## config.mk

```make
export PLATFORM = sky130hd
export DESIGN_NAME = byte_seq_cpu
export DESIGN_NICKNAME = d
export VERILOG_FILES = /design/src/rtl/cpu_pkg.sv /design/src/rtl/cpu_stepper.sv /design/src/rtl/cpu_alu.sv /design/src/rtl/cpu_ram.sv /design/src/rtl/byte_seq_cpu.sv
export SDC_FILE = /design/constraint.sdc
export NUM_CORES = 2
export LEC_CHECK = 0
export BUFFER_PORTS_ARGS = -buffer_cell sky130_fd_sc_hd__buf_4
export CAP_MARGIN = 10
export CORE_MARGIN = 2
export CORE_UTILIZATION = 43
export DETAILED_ROUTE_END_ITERATION = 16
export PLACE_DENSITY = 0.61
export SLEW_MARGIN = 20
export SYNTH_ARGS = -nofsm -noshare
export SYNTH_HDL_FRONTEND = slang
export SYNTH_SLANG_ARGS = --single-unit
```

## constraint.sdc

```tcl
create_clock -name clk -period 29.3 [get_ports clk]
set_input_delay 1.465 -clock clk [delete_from_list [all_inputs] [get_ports clk]]
set_output_delay 1.465 -clock clk [all_outputs]
set_load 0.03 [all_outputs]
```

## src/rtl/cpu_pkg.sv

```systemverilog
package cpu_pkg;
  localparam int DW     = 8;
  localparam int SEL_W  = 2;
  localparam int NREG   = 1 << SEL_W;
  localparam int OP_W   = 3;
  localparam int NCLASS = 1 << OP_W;
  localparam int NSTEP  = 7;

  typedef enum logic [OP_W-1:0] {
    OP_ADD = 3'd0, OP_SHR = 3'd1, OP_SHL = 3'd2, OP_NOT = 3'd3,
    OP_AND = 3'd4, OP_OR  = 3'd5, OP_XOR = 3'd6, OP_CMP = 3'd7
  } alu_op_e;

  typedef enum logic [2:0] {
    SRC_NONE, SRC_IAR, SRC_RAM, SRC_ACC, SRC_GPR
  } bus_src_e;

  function automatic logic f_is_alu(input logic [DW-1:0] ins);
    return ins[DW-1];
  endfunction

  function automatic logic [OP_W-1:0] f_op(input logic [DW-1:0] ins);
    return ins[DW-2 -: OP_W];
  endfunction

  function automatic logic [SEL_W-1:0] f_ra(input logic [DW-1:0] ins);
    return ins[2*SEL_W-1 -: SEL_W];
  endfunction

  function automatic logic [SEL_W-1:0] f_rb(input logic [DW-1:0] ins);
    return ins[SEL_W-1:0];
  endfunction

  function automatic logic [DW-1:0] alu_eval(input logic [OP_W-1:0] op,
                                             input logic [DW-1:0] a,
                                             input logic [DW-1:0] b);
    logic [DW-1:0] y;
    case (alu_op_e'(op))
      OP_ADD:  y = a + b;
      OP_SHR:  y = a >> 1;
      OP_SHL:  y = a << 1;
      OP_NOT:  y = ~a;
      OP_AND:  y = a & b;
      OP_OR:   y = a | b;
      OP_XOR:  y = a ^ b;
      default: y = a;
    endcase
    return y;
  endfunction
endpackage

```

## src/rtl/cpu_stepper.sv

```systemverilog
module cpu_stepper import cpu_pkg::*; (
  input  logic             clk,
  input  logic             rst_n,
  output logic [NSTEP-1:0] step
);
  always_ff @(posedge clk) begin
    if (!rst_n) step <= NSTEP'(1);
    else        step <= {step[NSTEP-2:0], step[NSTEP-1]};
  end


  step_onehot_chk: assert property (@(posedge clk) disable iff (!rst_n)
    $countones(step) == 1);


  step_wrap_chk: assert property (@(posedge clk) disable iff (!rst_n)
    step[NSTEP-1] |=> step[0]);
endmodule

```

## src/rtl/cpu_alu.sv

```systemverilog
module cpu_alu import cpu_pkg::*; (
  input  logic [OP_W-1:0] op,
  input  logic [DW-1:0]   a,
  input  logic [DW-1:0]   b,
  input  logic            bus1,
  output logic [DW-1:0]   y
);
  logic [DW-1:0] b_eff;
  assign b_eff = bus1 ? DW'(1) : b;
  assign y     = alu_eval(op, a, b_eff);
endmodule

```

## src/rtl/cpu_ram.sv

```systemverilog
module cpu_ram import cpu_pkg::*; #(
  parameter int ADDR_W = 8
) (
  input  logic              clk,
  input  logic              we,
  input  logic [ADDR_W-1:0] waddr,
  input  logic [DW-1:0]     wdata,
  input  logic [ADDR_W-1:0] raddr,
  output logic [DW-1:0]     rdata,
  input  logic [ADDR_W-1:0] paddr,
  output logic [DW-1:0]     pdata
);
  localparam int DEPTH = 1 << ADDR_W;
  logic [DW-1:0] mem [DEPTH];

  always_ff @(posedge clk) begin
    if (we) mem[waddr] <= wdata;
  end

  assign rdata = mem[raddr];
  assign pdata = mem[paddr];
endmodule

```

## src/rtl/byte_seq_cpu.sv

```systemverilog
module byte_seq_cpu import cpu_pkg::*; #(
  parameter int ADDR_W = 8
) (
  input  logic              clk,
  input  logic              rst_n,
  input  logic              host_we,
  input  logic [ADDR_W-1:0] host_addr,
  input  logic [DW-1:0]     host_wdata,
  input  logic [ADDR_W-1:0] peek_addr,
  output logic [DW-1:0]     peek_data,
  output logic [NSTEP-1:0]  step_o,
  output logic [DW-1:0]     ir_o,
  output logic [DW-1:0]     iar_o,
  output logic [DW-1:0]     acc_o,
  output logic [NREG*DW-1:0] gpr_o,
  output logic [OP_W-1:0]   alu_op_o
);
  logic [NSTEP-1:0] step;
  logic [NREG-1:0][DW-1:0] gpr_q;
  logic [DW-1:0] ir_q, iar_q, tmp_q, acc_q;
  logic [ADDR_W-1:0] mar_q;
  logic [DW-1:0] bus, ram_rd, alu_y;
  bus_src_e      bus_src;
  logic [SEL_W-1:0] gpr_rsel, ra, rb;
  logic [NCLASS-1:0] cls;
  logic is_alu, is_cmp, is_ld, is_st, is_data, is_nop;
  logic s1, s2, s3, s4, s5, s6;
  logic mar_set, acc_set, ir_set, iar_set, tmp_set, gpr_we, ram_we, bus1;
  logic [OP_W-1:0] alu_op;

  cpu_stepper u_step (.clk(clk), .rst_n(rst_n), .step(step));

  assign {s6, s5, s4, s3, s2, s1} = step[5:0];

  // instruction decode
  assign is_alu = f_is_alu(ir_q);
  assign is_cmp = is_alu && (f_op(ir_q) == OP_CMP);
  assign ra     = f_ra(ir_q);
  assign rb     = f_rb(ir_q);

  for (genvar g = 0; g < NCLASS; g++) begin : g_cls
    assign cls[g] = !is_alu && (f_op(ir_q) == OP_W'(g));
  end
  assign is_ld   = cls[0];
  assign is_st   = cls[1];
  assign is_data = cls[2];
  assign is_nop  = |cls[NCLASS-1:3];

  // bus source selection per step
  always_comb begin
    bus_src  = SRC_NONE;
    gpr_rsel = '0;
    if (s1) bus_src = SRC_IAR;
    if (s2) bus_src = SRC_RAM;
    if (s3) bus_src = SRC_ACC;
    if (s4) begin
      if (is_alu)              begin bus_src = SRC_GPR; gpr_rsel = rb; end
      else if (is_ld || is_st) begin bus_src = SRC_GPR; gpr_rsel = ra; end
      else if (is_data)        bus_src = SRC_IAR;
    end
    if (s5) begin
      if (is_alu)                 begin bus_src = SRC_GPR; gpr_rsel = ra; end
      else if (is_ld || is_data)  bus_src = SRC_RAM;
      else if (is_st)             begin bus_src = SRC_GPR; gpr_rsel = rb; end
    end
    if (s6 && (is_alu || is_data)) bus_src = SRC_ACC;
  end

  always_comb begin
    case (bus_src)
      SRC_IAR: bus = iar_q;
      SRC_RAM: bus = ram_rd;
      SRC_ACC: bus = acc_q;
      SRC_GPR: bus = gpr_q[gpr_rsel];
      default: bus = '0;
    endcase
  end

  // destination set pulses
  assign mar_set = s1 || (s4 && (is_ld || is_st || is_data));
  assign acc_set = s1 || (s4 && is_data) || (s5 && is_alu);
  assign ir_set  = s2;
  assign iar_set = s3 || (s6 && is_data);
  assign tmp_set = s4 && is_alu;
  assign gpr_we  = (s5 && (is_ld || is_data)) || (s6 && is_alu && !is_cmp);
  assign ram_we  = s5 && is_st;
  assign bus1    = s1 || (s4 && is_data);
  assign alu_op  = (s5 && is_alu) ? f_op(ir_q) : '0;

  cpu_alu u_alu (.op(alu_op), .a(bus), .b(tmp_q), .bus1(bus1), .y(alu_y));

  cpu_ram #(.ADDR_W(ADDR_W)) u_ram (
    .clk   (clk),
    .we    (host_we || ram_we),
    .waddr (host_we ? host_addr : mar_q),
    .wdata (host_we ? host_wdata : bus),
    .raddr (mar_q),
    .rdata (ram_rd),
    .paddr (peek_addr),
    .pdata (peek_data)
  );

  always_ff @(posedge clk) begin
    if (!rst_n) begin
      gpr_q <= '0;
      ir_q  <= '0;
      iar_q <= '0;
      mar_q <= '0;
      tmp_q <= '0;
      acc_q <= '0;
    end else begin
      if (mar_set) mar_q <= bus[ADDR_W-1:0];
      if (acc_set) acc_q <= alu_y;
      if (ir_set)  ir_q  <= bus;
      if (iar_set) iar_q <= bus;
      if (tmp_set) tmp_q <= bus;
      if (gpr_we)  gpr_q[rb] <= bus;
    end
  end

  assign step_o   = step;
  assign ir_o     = ir_q;
  assign iar_o    = iar_q;
  assign acc_o    = acc_q;
  assign gpr_o    = gpr_q;
  assign alu_op_o = alu_op;


  alu_op_idle_chk: assert property (@(posedge clk) disable iff (!rst_n)
    (alu_op_o != '0) |-> (step[4] && ir_q[DW-1]));


  cmp_no_wb_chk: assert property (@(posedge clk) disable iff (!rst_n)
    (step[5] && is_cmp) |=> (gpr_q == $past(gpr_q)));


  load_dest_chk: assert property (@(posedge clk) disable iff (!rst_n)
    (step[4] && is_ld) |=> (gpr_q[$past(rb)] == $past(ram_rd)));


  data_skip_chk: assert property (@(posedge clk) disable iff (!rst_n)
    (step[5] && is_data) |=> (iar_q == DW'($past(iar_q) + 1'b1)));


  nop_quiet_chk: assert property (@(posedge clk) disable iff (!rst_n)
    ((step[3] || step[4] || step[5]) && is_nop) |-> (!gpr_we && !ram_we));


  fetch_ir_chk: assert property (@(posedge clk) disable iff (!rst_n)
    step[1] |=> (ir_q == $past(ram_rd)));
endmodule

```

==> impl_metrics.yaml <==
run_status:
  status: "finished, final reports clean"
drt:
  viasPerCell: 6.917
  ant_nets: 0
  routed_wl_mm: 339.1
  drt_iter0_markers: 9788
  drc: 0
  firstDrtPassIters: 6
  wl_per_cell_microns: 40.15
  vias: 58400
setup_path:
  cp.arrival_ps: 7010
  crit_type: "in -> out"
  timing.rr.end: "u_ram.mem[217][7]"
  critical_path_required_ps: 27830
  rrSetupSlack_ps: 20850
  endpoint_kind: "primary output"
  critPathSlowestCell: "buf_4"
  cpPeakStageDelay_ps: 820
  cpMostUsedCell: "mux4_2"
  crit_chain: "buf_8 -> buf_12 -> buf_4 -> buf_4 -> mux4_2 -> mux4_2 -> mux4_2 -> mux4_2 -> buf_4"
  critPathMaxFanout: 92
  reg2reg_depth: 14
  start_kind: "primary input"
global_route:
  use_met1: 0.3870
  grt_pass1_wl_mm: 469.3
  grt.total_usage: 0.2849
  grt_busiest_layer: "met2"
  grt_antenna_before_repair: 32
  globalRouteMet2Util: 0.4335
  grt_max_degree: 122
  overflow: 0
  grt_util_met3: 0.07310
  grt_pass1_vias: 57140
die:
  fp.dieH_microns: 487.1
  io_pins: 101
  die_area_sq_um: 237300
  initial_utilization: 0.4320
  die_x_microns: 487.1
  num_rows: 177
  coreArea_sq_um: 232300
clock_tree:
  holdBufCountCts: 0
  cts_setup_buffers: 0
  cts_tree: "built"
  insertion_delay_ps: 910
  cts_sinks: 2135
  numCtsBuffers: 217
  cts_root_buf: "clkbuf_16"
  htreeDepth: 4
  cts_resized: 0
  clkTransAtPathRegs_ps: 60
  clock_path_buffers: 3
sta:
  period_needed_ps: 8470
  skew_ps: 37.91
  maxSlewViolCount: 0
  worstMarginPinSlew_ps: 1219
  max_freq_mhz: 118.1
  hold_viol_final: 0
  relSlewSlack: 0.1843
  tns_ps: 0
  final-setup-viol-count: 0
  finalCritPeriodShare: 0.2891
  rsz0062_at_grt: "false"
  fin_ws_ps: 20830
logic_synthesis:
  synthArstFlopShare: 0
  syn_area_sq_um: 100400
  ys_ff_latch: 2135
  ys_seq_area_frac: 0.6302
  yosysWarnings: 0
  synth_cell_type_count: 79
  synth_ff_type: "edfxtp_1"
  synth_edf_count: 2048
  synthCells: 5120
  synth_fp_nets: 5164
  avgSynthCellArea_sq_um: 19.60
layout:
  synthToLayoutAreaGrowth_pct: 11.35
  drive_above_1_share: 0.3519
  nNetsFinal: 5244
  layout_common_cells: "2048 x edfxtp_1, 1178 x mux4_2, 279 x nor2_1"
  final_common_cell: "edfxtp_1"
  utilization: 0.4810
  stdcell_count: 8444
flow_run:
  maxCapViolCount: 0
power_and_ir_drop:
  power.total_mw: 7.025
  power.leakage_nw: 34.10
  ir_worst_vdd_uv: 61.02
  power.density_nw_per_um2: 62.87
worst_hold_path:
  holdPathStages: 1
  worstHoldEndpoint: "u_step.step[0]"
  hold_path.class: "reg -> reg"
  hp-start: "u_step.step[6]"
placed_design:
  gp_congestion: 0.9024
  pre_cts_ws_ps: 20600
  place_inst: 8020
  port_buffers: 100
  dpl.hpwl_mm: 219.0
==> metrics by stage <==
stage | hold WS [ps] | cell area (sq um)
finish | 439.0 | 111700
global route | 472.8 | 111700
CTS | 442.3 | 111600
detailed placement | 427.3 | 104600
global placement | 420.4 | 104500
floorplan | 478.4 | 100400
==> synthesized netlist by cell type, types with 16 or more instances <==
cell      instances  share of area
edfxtp_1       2048           0.61
mux4_2         1178           0.26
nor2_1          338          0.013
clkbuf_1        204         0.0076
mux2i_1         150          0.015
nand2_1         136         0.0051
buf_2           115         0.0057
a22oi_1         102         0.0076
o21ai_0          95         0.0047
a21oi_1          92         0.0046
dfxtp_1          87          0.017
nand3_1          52         0.0026
inv_1            44         0.0016
buf_6            33         0.0037
buf_1            32         0.0012
a221oi_1         29         0.0025
buf_4            26         0.0019
nor2b_1          23         0.0014
a211oi_1         22         0.0016
nand2b_1         22         0.0014
a221o_1          19         0.0019
and2_1           19         0.0012
mux2_2           19         0.0021
nor3_1           19        0.00095
nand4_1          18         0.0011
ha_1             16         0.0020
==> sequential cells by signal, indices dropped and copies added (netlist names), named ones only <==
name         cells
tmp_q            8
u_step.step      7
iar_o            8
mar_q            8
gpr_o           32
u_ram.mem     2048
acc_o            8
ir_o             8
==> cells by family (layout without fill, tap and decap cells) <==
| family | Yosys count | after routing | synth area share |
|---|---|---|---|
| AO/OA/AOI/OAI | 483 | 483 | 0.03341 |
| XOR/XNOR | 5 | 5 | 0.0004364 |
| adder cells (fa/ha/maj) | 17 | 17 | 0.002194 |
| buffers and inverters | 459 | 729 | 0.02249 |
| flip-flops | 2135 | 2135 | 0.6302 |
| multiplexers | 1347 | 1347 | 0.2815 |
| other | 0 | 11 | 0 |
| AND/OR/NAND/NOR | 674 | 674 | 0.02980 |
==> worst max-delay path, delay by kind of cell <==
kind	cells	cell delay, ps
buf+inv	5	2860
mux	4	2380
==> layer usage <==
metal / routed length, microns / part of all wire / vias to the layer above
met5: 126 / 0.00037 / -
met4: 17270 / 0.051 / 20
met3: 38200 / 0.11 / 688
met2: 157700 / 0.47 / 3919
met1: 125800 / 0.37 / 31520
li1: - / - / 22260
==> power by group <==
group / switching [mW] / internal (mW)
clock: 1.22 / 1.53
sequential: 0.0184 / 3.42
combinational: 0.544 / 0.287
total: 1.78 / 5.24
==> worst max path at each step <==
stage | depth (start not counted) | from | slack, ps | to
5_1_grt | 9 | peek_addr[0] | 20450 | peek_data[0]
6_report | 9 | peek_addr[0] | 20830 | peek_data[0]
4_1_cts | 9 | peek_addr[0] | 20610 | peek_data[0]
3_5_place_dp | 9 | peek_addr[0] | 20600 | peek_data[0]
2_1_floorplan | 3 | host_we | 18250 | u_ram.mem[0][1]
3_3_place_gp | 9 | peek_addr[0] | 20640 | peek_data[0]
==> cell type report <==
cell class                      instances  area, sq um
Inverter                               45        171.4
Tap cell                             3043         3807
Clock inverter                        154         1346
Timing Repair Buffer                  275         2278
Antenna cell                           11        27.53
Sequential cell                      2135        63270
Multi-Input combinational cell       2526        35240
Clock buffer                          255         5605
Fill cell                           18830       120600
Note: power is estimated with default switching activity, not from simulation.
